File: src/rtl/lin_hdr_pkg.sv
`timescale 1ns/1ps
package lin_hdr_pkg;
   typedef enum logic [1:0] {ST_IDLE, ST_BRK, ST_SYNC, ST_PID} hdr_st_e;

   localparam logic [7:0] SYNC_PATTERN = 8'h55;

   // returns {P1, P0} for a 6-bit identifier
   function automatic logic [1:0] id_parity(input logic [5:0] id);
      logic p0, p1;
      p0 = id[0] ^ id[1] ^ id[2] ^ id[4];
      p1 = ~(id[1] ^ id[3] ^ id[4] ^ id[5]);
      return {p1, p0};
   endfunction
endpackage

File: src/rtl/lin_brk_det.sv
`timescale 1ns/1ps
module lin_brk_det #(
   parameter int BRK_CYC = 176
) (
   input  logic clk,
   input  logic rst_n,
   input  logic rx,
   output logic brk
);
   localparam int CW = $clog2(BRK_CYC + 1);
   localparam logic [CW-1:0] HIT  = CW'(BRK_CYC - 1);
   localparam logic [CW-1:0] SATV = CW'(BRK_CYC);

   logic [CW-1:0] low_cnt;

   always_ff @(posedge clk or negedge rst_n) begin
      if (!rst_n) begin
         low_cnt <= '0;
         brk     <= 1'b0;
      end else begin
         if (rx)
            low_cnt <= '0;
         else if (low_cnt != SATV)
            low_cnt <= low_cnt + 1'b1;
         brk <= !rx && (low_cnt == HIT);
      end
   end

   // one flag per dominant run
   p_brk_single_r1: assert property (@(posedge clk) disable iff (!rst_n)
      brk |=> !brk);
endmodule

File: src/rtl/lin_byte_rx.sv
`timescale 1ns/1ps
module lin_byte_rx #(
   parameter int BIT_CYC   = 16,
   parameter int SAMPLE_16 = 8,
   parameter bit MAJORITY  = 1'b1
) (
   input  logic       clk,
   input  logic       rst_n,
   input  logic       en,
   input  logic       rx,
   output logic       done,
   output logic [7:0] data,
   output logic       stop_ok
);
   localparam int SMP    = BIT_CYC * SAMPLE_16 / 16;
   localparam int WIN_LO = (7 * BIT_CYC + 15) / 16;
   localparam int WIN_HI = (10 * BIT_CYC) / 16;
   localparam int MJ     = MAJORITY ? 1 : 0;
   localparam int EVAL   = MAJORITY ? SMP : SMP - 1;
   localparam int PH_W   = $clog2(BIT_CYC);
   localparam logic [PH_W-1:0] EVAL_V  = PH_W'(EVAL);
   localparam logic [PH_W-1:0] LAST_PH = PH_W'(BIT_CYC - 1);

   if (SMP - MJ < WIN_LO || SMP + MJ > WIN_HI || EVAL < 0) begin : g_bad_window
      $error("lin_byte_rx: sample point outside the 7/16..10/16 window");
   end

   logic bit_val;

   if (MAJORITY) begin : g_vote
      logic [1:0] hist;
      always_ff @(posedge clk or negedge rst_n) begin
         if (!rst_n) hist <= 2'b11;
         else        hist <= {hist[0], rx};
      end
      assign bit_val = (hist[1] & hist[0]) | (hist[1] & rx) | (hist[0] & rx);
   end else begin : g_single
      assign bit_val = rx;
   end

   logic            busy;
   logic [PH_W-1:0] phase;
   logic [3:0]      bitno;
   logic [7:0]      shreg;

   always_ff @(posedge clk or negedge rst_n) begin
      if (!rst_n) begin
         busy    <= 1'b0;
         phase   <= '0;
         bitno   <= '0;
         shreg   <= '0;
         done    <= 1'b0;
         data    <= '0;
         stop_ok <= 1'b0;
      end else begin
         done <= 1'b0;
         if (!en) begin
            busy <= 1'b0;
         end else if (!busy) begin
            if (!rx) begin
               busy  <= 1'b1;
               phase <= '0;
               bitno <= '0;
            end
         end else begin
            phase <= (phase == LAST_PH) ? '0 : phase + 1'b1;
            if (phase == LAST_PH) bitno <= bitno + 1'b1;
            if (phase == EVAL_V) begin
               if (bitno == 4'd0) begin
                  if (bit_val) busy <= 1'b0;      // start bit not dominant
               end else if (bitno == 4'd9) begin
                  done    <= 1'b1;
                  data    <= shreg;
                  stop_ok <= bit_val;
                  busy    <= 1'b0;
               end else begin
                  shreg <= {bit_val, shreg[7:1]};
               end
            end
         end
      end
   end

   p_done_from_busy_r7: assert property (@(posedge clk) disable iff (!rst_n)
      done |-> $past(busy) && $past(en));
   p_bit_index_r8: assert property (@(posedge clk) disable iff (!rst_n)
      busy |-> bitno <= 4'd9);
endmodule

File: src/rtl/lin_hdr_rx.sv
`timescale 1ns/1ps
module lin_hdr_rx
   import lin_hdr_pkg::*;
#(
   parameter int BIT_CYC   = 16,
   parameter int BRK_BITS  = 11,
   parameter int SAMPLE_16 = 8,
   parameter bit MAJORITY  = 1'b1
) (
   input  logic       clk,
   input  logic       rst_n,
   input  logic       rx,
   output logic       hdr_valid,
   output logic [5:0] frame_id,
   output logic       err_parity,
   output logic       err_sync,
   output logic       err_frame
);
   localparam int BRK_CYC = BRK_BITS * BIT_CYC;

   if (BIT_CYC < 8) begin : g_bad_bit
      $error("lin_hdr_rx: BIT_CYC must be at least 8");
   end
   if (BRK_BITS < 11) begin : g_bad_brk
      $error("lin_hdr_rx: BRK_BITS must be at least 11");
   end

   logic       rx_q;
   logic       brk_hit;
   logic       byte_done;
   logic [7:0] byte_data;
   logic       byte_stop;
   hdr_st_e    state;

   always_ff @(posedge clk or negedge rst_n) begin
      if (!rst_n) rx_q <= 1'b1;
      else        rx_q <= rx;
   end

   lin_brk_det #(.BRK_CYC(BRK_CYC)) i_brk (
      .clk(clk), .rst_n(rst_n), .rx(rx_q), .brk(brk_hit)
   );

   lin_byte_rx #(.BIT_CYC(BIT_CYC), .SAMPLE_16(SAMPLE_16), .MAJORITY(MAJORITY)) i_byte (
      .clk(clk), .rst_n(rst_n),
      .en(state == ST_SYNC || state == ST_PID),
      .rx(rx_q), .done(byte_done), .data(byte_data), .stop_ok(byte_stop)
   );

   always_ff @(posedge clk or negedge rst_n) begin
      if (!rst_n) begin
         state      <= ST_IDLE;
         hdr_valid  <= 1'b0;
         frame_id   <= '0;
         err_parity <= 1'b0;
         err_sync   <= 1'b0;
         err_frame  <= 1'b0;
      end else begin
         hdr_valid  <= 1'b0;
         err_parity <= 1'b0;
         err_sync   <= 1'b0;
         err_frame  <= 1'b0;
         if (brk_hit) begin
            state <= ST_BRK;
         end else begin
            unique case (state)
               ST_IDLE: ;
               ST_BRK:  if (rx_q) state <= ST_SYNC;
               ST_SYNC: if (byte_done) begin
                  if (!byte_stop) begin
                     err_frame <= 1'b1;
                     state     <= ST_IDLE;
                  end else if (byte_data != SYNC_PATTERN) begin
                     err_sync <= 1'b1;
                     state    <= ST_IDLE;
                  end else begin
                     state <= ST_PID;
                  end
               end
               ST_PID: if (byte_done) begin
                  state <= ST_IDLE;
                  if (!byte_stop)
                     err_frame <= 1'b1;
                  else if (byte_data[7:6] != id_parity(byte_data[5:0]))
                     err_parity <= 1'b1;
                  else begin
                     hdr_valid <= 1'b1;
                     frame_id  <= byte_data[5:0];
                  end
               end
               default: state <= ST_IDLE;
            endcase
         end
      end
   end

   p_one_strobe_r10: assert property (@(posedge clk) disable iff (!rst_n)
      $onehot0({hdr_valid, err_parity, err_sync, err_frame}));
   p_id_moves_with_valid_r10: assert property (@(posedge clk) disable iff (!rst_n)
      !$stable(frame_id) |-> hdr_valid);
   p_break_restarts_r9: assert property (@(posedge clk) disable iff (!rst_n)
      brk_hit |=> state == ST_BRK);
   p_sync_err_source_r5: assert property (@(posedge clk) disable iff (!rst_n)
      err_sync |-> $past(state) == ST_SYNC);
   p_valid_source_r6: assert property (@(posedge clk) disable iff (!rst_n)
      (hdr_valid || err_parity) |-> $past(state) == ST_PID);
endmodule

File: config.mk
export PLATFORM = sky130hd
export DESIGN_NAME = lin_hdr_rx
export DESIGN_NICKNAME = d
export VERILOG_FILES = /design/src/rtl/lin_hdr_pkg.sv /design/src/rtl/lin_brk_det.sv /design/src/rtl/lin_byte_rx.sv /design/src/rtl/lin_hdr_rx.sv
export SDC_FILE = /design/constraint.sdc
export NUM_CORES = 1
export LEC_CHECK = 0
export ABC_CLOCK_PERIOD_IN_PS = 4100
export BUFFER_PORTS_ARGS = -buffer_cell sky130_fd_sc_hd__buf_4
export CAP_MARGIN = 5
export CELL_PAD_IN_SITES_DETAIL_PLACEMENT = 0
export CELL_PAD_IN_SITES_GLOBAL_PLACEMENT = 2
export CORE_AREA = 3 3 89 70
export CTS_BUF_LIST = sky130_fd_sc_hd__clkbuf_16
export CTS_CLUSTER_DIAMETER = 200
export DETAILED_ROUTE_END_ITERATION = 10
export DIE_AREA = 0 0 92 73
export GPL_TIMING_DRIVEN = 0
export MAX_ROUTING_LAYER = met4
export PLACE_DENSITY_LB_ADDON = 0.25
export SYNTH_ARGS = -nofsm -noshare
export SYNTH_HDL_FRONTEND = slang
export SYNTH_SLANG_ARGS = --single-unit
File: constraint.sdc
create_clock -name clk -period 4.1 [get_ports clk]
set_input_delay 0.82 -clock clk [delete_from_list [all_inputs] [get_ports clk]]
set_output_delay 0.82 -clock clk [all_outputs]
set_load 0.01 [all_outputs]
After elaboration in Yosys (flattened, before gate mapping) --
Index checks and enable logic that the tools add are counted.
Cells by class: add/sub/neg operators 3, eq/ne operators 15, mux-type cells 45, bitwise operators 16, reductions and logical operators 13
Operators with widths (count):
- $mux W1 | 31
- $mux W4 | 5
- $mux W8 | 2
- $reduce_and A5 Y1 | 3
- $eq A4 B4 Y1 const B | 3
- $mux W2 | 6
- $add A4 B1 Y4 const B | 2
- $add A8 B1 Y8 const B | 1
- $eq A8 B8 Y1 const B | 1
- $ne A8 B7 Y1 const B | 1
- $ne A8 B8 Y1 const B | 1
- $ne A3 B1 Y1 const B | 2
- $pmux W2 S3 | 1
- $xor A1 B1 Y1 | 6
- $not A1 Y1 | 5
- $eq A2 B2 Y1 const B | 2
- $logic_not A4 Y1 | 1
- $reduce_and A4 Y1 | 1
- $reduce_bool A4 Y1 | 1
- $and A1 B1 Y1 | 3
- $ne A3 B2 Y1 const B | 1
- $reduce_and A3 Y1 | 1
- $eq A2 B1 Y1 const B | 1
- $ne A2 B1 Y1 const B | 1
- 9 further kinds | 10
Word-level totals: register bits after elaboration 51, input port bits 3, output and inout bits 10, word-level logic and storage cells 109

Depth between registers and ports, before layout --
depth in word-level cells 10, mapped depth 7

Modules after synthesis --
From an unflattened synthesis, not the netlist that was laid out.
Unflattened totals: cell total of the unflattened synthesis 200, area, all modules 2477.4 um^2
By module, submodules not included:
- lin_byte_rx | times used 1, cells an instance 97, area each 1335.0 um^2, sequential area each 728.2 um^2
- lin_hdr_rx | times used 1, cells an instance 58, area each 673.1 um^2, sequential area each 326.6 um^2
- lin_brk_det | times used 1, cells an instance 45, area each 469.2 um^2, sequential area each 225.2 um^2

Least setup slack after synthesis --
No wires, ideal clock.
kind register to register, start point reg i_byte.data[1], end point reg frame_id[0], library setup time 0.125 ns, arrival 1.642 ns, required time 3.975 ns, setup slack 2.333 ns, stages on the path, launching flop included 7, path buffers 0, period minus slack after synthesis 1.767 ns, cell sequence dfrtp_1 > inv_1 > ha_1 > xnor2_1 > xnor2_1 > nor3_4 > mux2_2
Between the ends: cells in the longest elaborated chain, start to end 7, elaborated cells on any way between the ends 10, those cells by class eq/ne (1); bitwise (8); reduce/logical (1)
Ends and longest elaborated chain:
- from (decl) | RTL line lin_byte_rx.sv:12 | output logic [7:0] data,
- from (signal assigned) | RTL line lin_byte_rx.sv:73 | data <= shreg;
- $xor A1 B1 Y1 (3 in series) | RTL line lin_hdr_pkg.sv:11 | p1 = ~(id[1] ^ id[3] ^ id[4] ^ id[5]);
- $not A1 Y1 | RTL line lin_hdr_pkg.sv:11
- $ne A2 B2 Y1 (*) | RTL line lin_hdr_rx.sv:84 | else if (byte_data[7:6] != id_parity(byte_data[5:0]))
- $not A1 Y1 (no line) (*)
- $reduce_and A5 Y1 (no line) (*)
- to (signal assigned) | RTL line lin_hdr_rx.sv:88 | frame_id <= byte_data[5:0];
- to (decl) | RTL line lin_hdr_rx.sv:14 | output logic [5:0] frame_id,
Mark *: on every way between the ends. The rest lies on a longest branch, timed or not. A chain may end at the register's enable or synchronous reset.

Worst setup path in the final report --
start point reg i_byte.bitno[0], end point reg i_byte.shreg[6]
Between the ends: cells in the longest elaborated chain, start to end 3, elaborated cells on any way between the ends 5, those cells by class eq/ne (1); bitwise (2); reduce/logical (2)
Ends and longest elaborated chain:
- from (decl) | RTL line lin_byte_rx.sv:43 | logic [3:0] bitno;
- from (signal assigned) | RTL line lin_byte_rx.sv:67 | if (phase == LAST_PH) bitno <= bitno + 1'b1;
- $eq A4 B4 Y1 or $logic_not A4 Y1 (tied branches) | RTL line lin_byte_rx.sv:71, lin_byte_rx.sv:69
- $not A1 Y1 (no line)
- $reduce_and A5 Y1 (no line) (*)
- to (signal assigned) | RTL line lin_byte_rx.sv:77 | shreg <= {bit_val, shreg[7:1]};
- to (decl) | RTL line lin_byte_rx.sv:44 | logic [7:0] shreg;
Marks and branches as above.

==> impl_metrics.yaml <==
worst_setup_path:
  cp_max_fo: 8
  cp-start-kind: "flop"
  worstPathArrival_ns: 2.23
  cp.required_ns: 4.27
  worstSetupEndpointType: "flop"
  crit_type: "flop to flop"
sta:
  final.min_clock_period_ns: 2.061
  clock.fmax_ghz: 0.4852
  rsz0062_at_grt: "false"
  fin_tns_setup_ns: 0
  hold_viol: 0
  period_share: 0.5027
  finClkSkew_ns: 0.004135
  slew_viol_final: 0
  setup_viol_count_final: 0
  max_slew_margin: 0.5063
  worstMarginPinSlew_ns: 0.7390
  whs_ns: 0.3682
routing:
  vias_per_cell: 5.272
  drc: 0
  drt-total-wl_um: 4276
  routed-via-count: 1529
  routedWlPerCell_um: 14.74
  drt_iter0_drc: 48
  postRouteAntennaNets: 0
  first_pass_iters: 4
synth:
  synth_area_leaders: "dfrtp_1, mux2_2, ha_1"
  synth_cells: 195
  synth_top_area_share: 0.5106
  synth-compound-area-share: 0.07926
  synth.mux.area_fraction: 0.1144
  ys_top_cells_by_count: "dfrtp_1, mux2_2, inv_1, nand3_1"
  synthSimpleGateAreaFrac: 0.1372
  synth_flop_cell: "dfrtp_1"
  synth_fa_ha_area_frac: 0.04681
  yosysSeqAreaShare: 0.5441
  synth_top_family_by_area: "simple AND/OR/NAND/NOR gates"
  ys_ff_latch: 51
  syn_nets: 206
  synth_edf_count: 0
  synth_most_common_cell: "dfrtp_1"
  synth.cell_area_um2: 2352
  ys_warn_count: 0
  synth_cell_type_count: 47
  synth_area_per_cell_um2: 12.06
  async_reset_ff_frac: 1.000
  synth_top_area_cell: "dfrtp_1"
  synth_xor_area_frac: 0.05053
clock_tree:
  cts.sinks: 51
  numCtsBuffers: 5
  h-tree-depth: 2
  clk_pin_slew_ns: 0.07
  clockBufferDepth: 2
  postCtsSetupRepairBufs: 0
  clock_tree.root_cell: "clkbuf_16"
  cts.repair.resized: 0
  cts_tree: "yes"
  cts_hold_buf: 0
  worstSkewPairLatency_ns: 0.29
die:
  start_util: 0.4395
  fp.dieH_um: 73
  dieArea_um2: 6716
  core_area_um2: 5353
  ioPinCount: 13
  die_w_um: 92
  rows: 23
global_route:
  grt_util_all_layers: 0.1410
  grt_max_degree: 52
  grt_pass1_vias: 1545
  grt_antenna_before_repair: 0
  grt_overflow: 0
  grt_pass1_wl_um: 7334
power_and_ir_drop:
  peakVddDrop_uv: 220.2
  finalPower_w: 0.0009492
  p_leak_nw: 1.293
  p_per_area_nw_per_um2: 353.7
placed_design:
  port_buffers: 12
  globalplace.congestion: 0.8177
  place_hpwl_um: 3075
min_path:
  hold_class: "flop to flop"
cells_and_area:
  final_nets: 225
  post-route-util: 0.5014
  antenna_cells: 0
  areaGrowthSynthToFinish_pct: 14.10
  drive_gt1_frac: 0.2326
job:
  max_cap_violations: 0
outcome:
  status: "complete, no violations"
[worst paths after layout]
kind	startpoint	endpoint	slack (ns)	depth (start not counted)
setup / recovery	i_byte.bitno[0]	i_byte.shreg[6]	2.04	6
hold / removal	i_byte.g_vote.hist[0]	i_byte.g_vote.hist[1]	0.37	0
setup reg to reg	i_byte.bitno[0]	i_byte.shreg[6]	2.04	6
hold reg to reg	i_byte.g_vote.hist[0]	i_byte.g_vote.hist[1]	0.37	0
max in group asynchronous	rst_n	i_byte.bitno[3]	3.14	1
min in group asynchronous	rst_n	err_parity	0.55	1
[flip-flops by register name (all words and copies together), names as in the netlist, 2 cells and up]
signal / cells
i_byte.phase: 4
i_brk.low_cnt: 8
i_byte.g_vote.hist: 2
i_byte.bitno: 4
i_byte.data: 8
i_byte.shreg: 8
state: 2
frame_id: 6
[worst max-delay path, stage by stage, from the launching register on]
cell and delay, ns:
dfrtp_1 0.43, inv_1 0.12, ha_1 0.15, nor2b_1 0.19, a21oi_1 0.06, o21bai_1 0.59, mux2_2 0.41
[where the power goes]
part / total [W] / leakage, nW / internal (W) / switching (W)
Combinational: 0.0000214 / 0.518 / 0.00000588 / 0.0000155
Sequential: 0.000512 / 0.700 / 0.000508 / 0.00000395
Clock: 0.000416 / 0.0746 / 0.000230 / 0.000186
[layer usage]
metal | up-vias | GRT usage | wire (µm)
li1 | 727 | - | -
met1 | 779 | 0.1937 | 2151
met2 | 21 | 0.2168 | 1968
met3 | 2 | 0.03093 | 145
met4 | 0 | 0.03130 | 10
met5 | - | - | 0
[cell usage in the layout (no fill, tap or decap), drive strengths merged, types with 7 or more instances in the layout]
master	instances
dfrtp	48
nand3	11
ha	8
o21ai	8
xnor2	8
nand2	10
inv	14
mux2	23
buf	14
clkbuf	7
nor2	10
[per-stage QoR]
step           cell area, µm²  worst slack [ns]  instances
6_report                 2684             2.039        290
5_1_grt                  2684             1.879        290
4_1_cts                  2684             2.014        290
3_5_place_dp             2536             2.032        282
3_3_place_gp             2536             2.065        282
2_1_floorplan            2352             2.333        195
[kinds of logic (layout without fill, tap and decap cells)]
logic type      count (synthesis)  after routing
fa+ha+maj                       9              9
buf+inv                        16             36
flops                          51             51
simple gates                   56             56
mux                            24             24
xor+xnor                       12             12
compound gates                 27             27
[cell type report]
cell class / count / area, µm²
fill: 481 / 2669
buffer: 4 / 20.02
sequential: 51 / 1280
clock inverter: 3 / 22.52
clock buffer: 5 / 125.1
timing repair buffer: 12 / 90.09
tap: 75 / 93.84
inverter: 12 / 45.04
multi-input combinational: 128 / 1007
No activity file was read; power rests on OpenSTA's default activity.
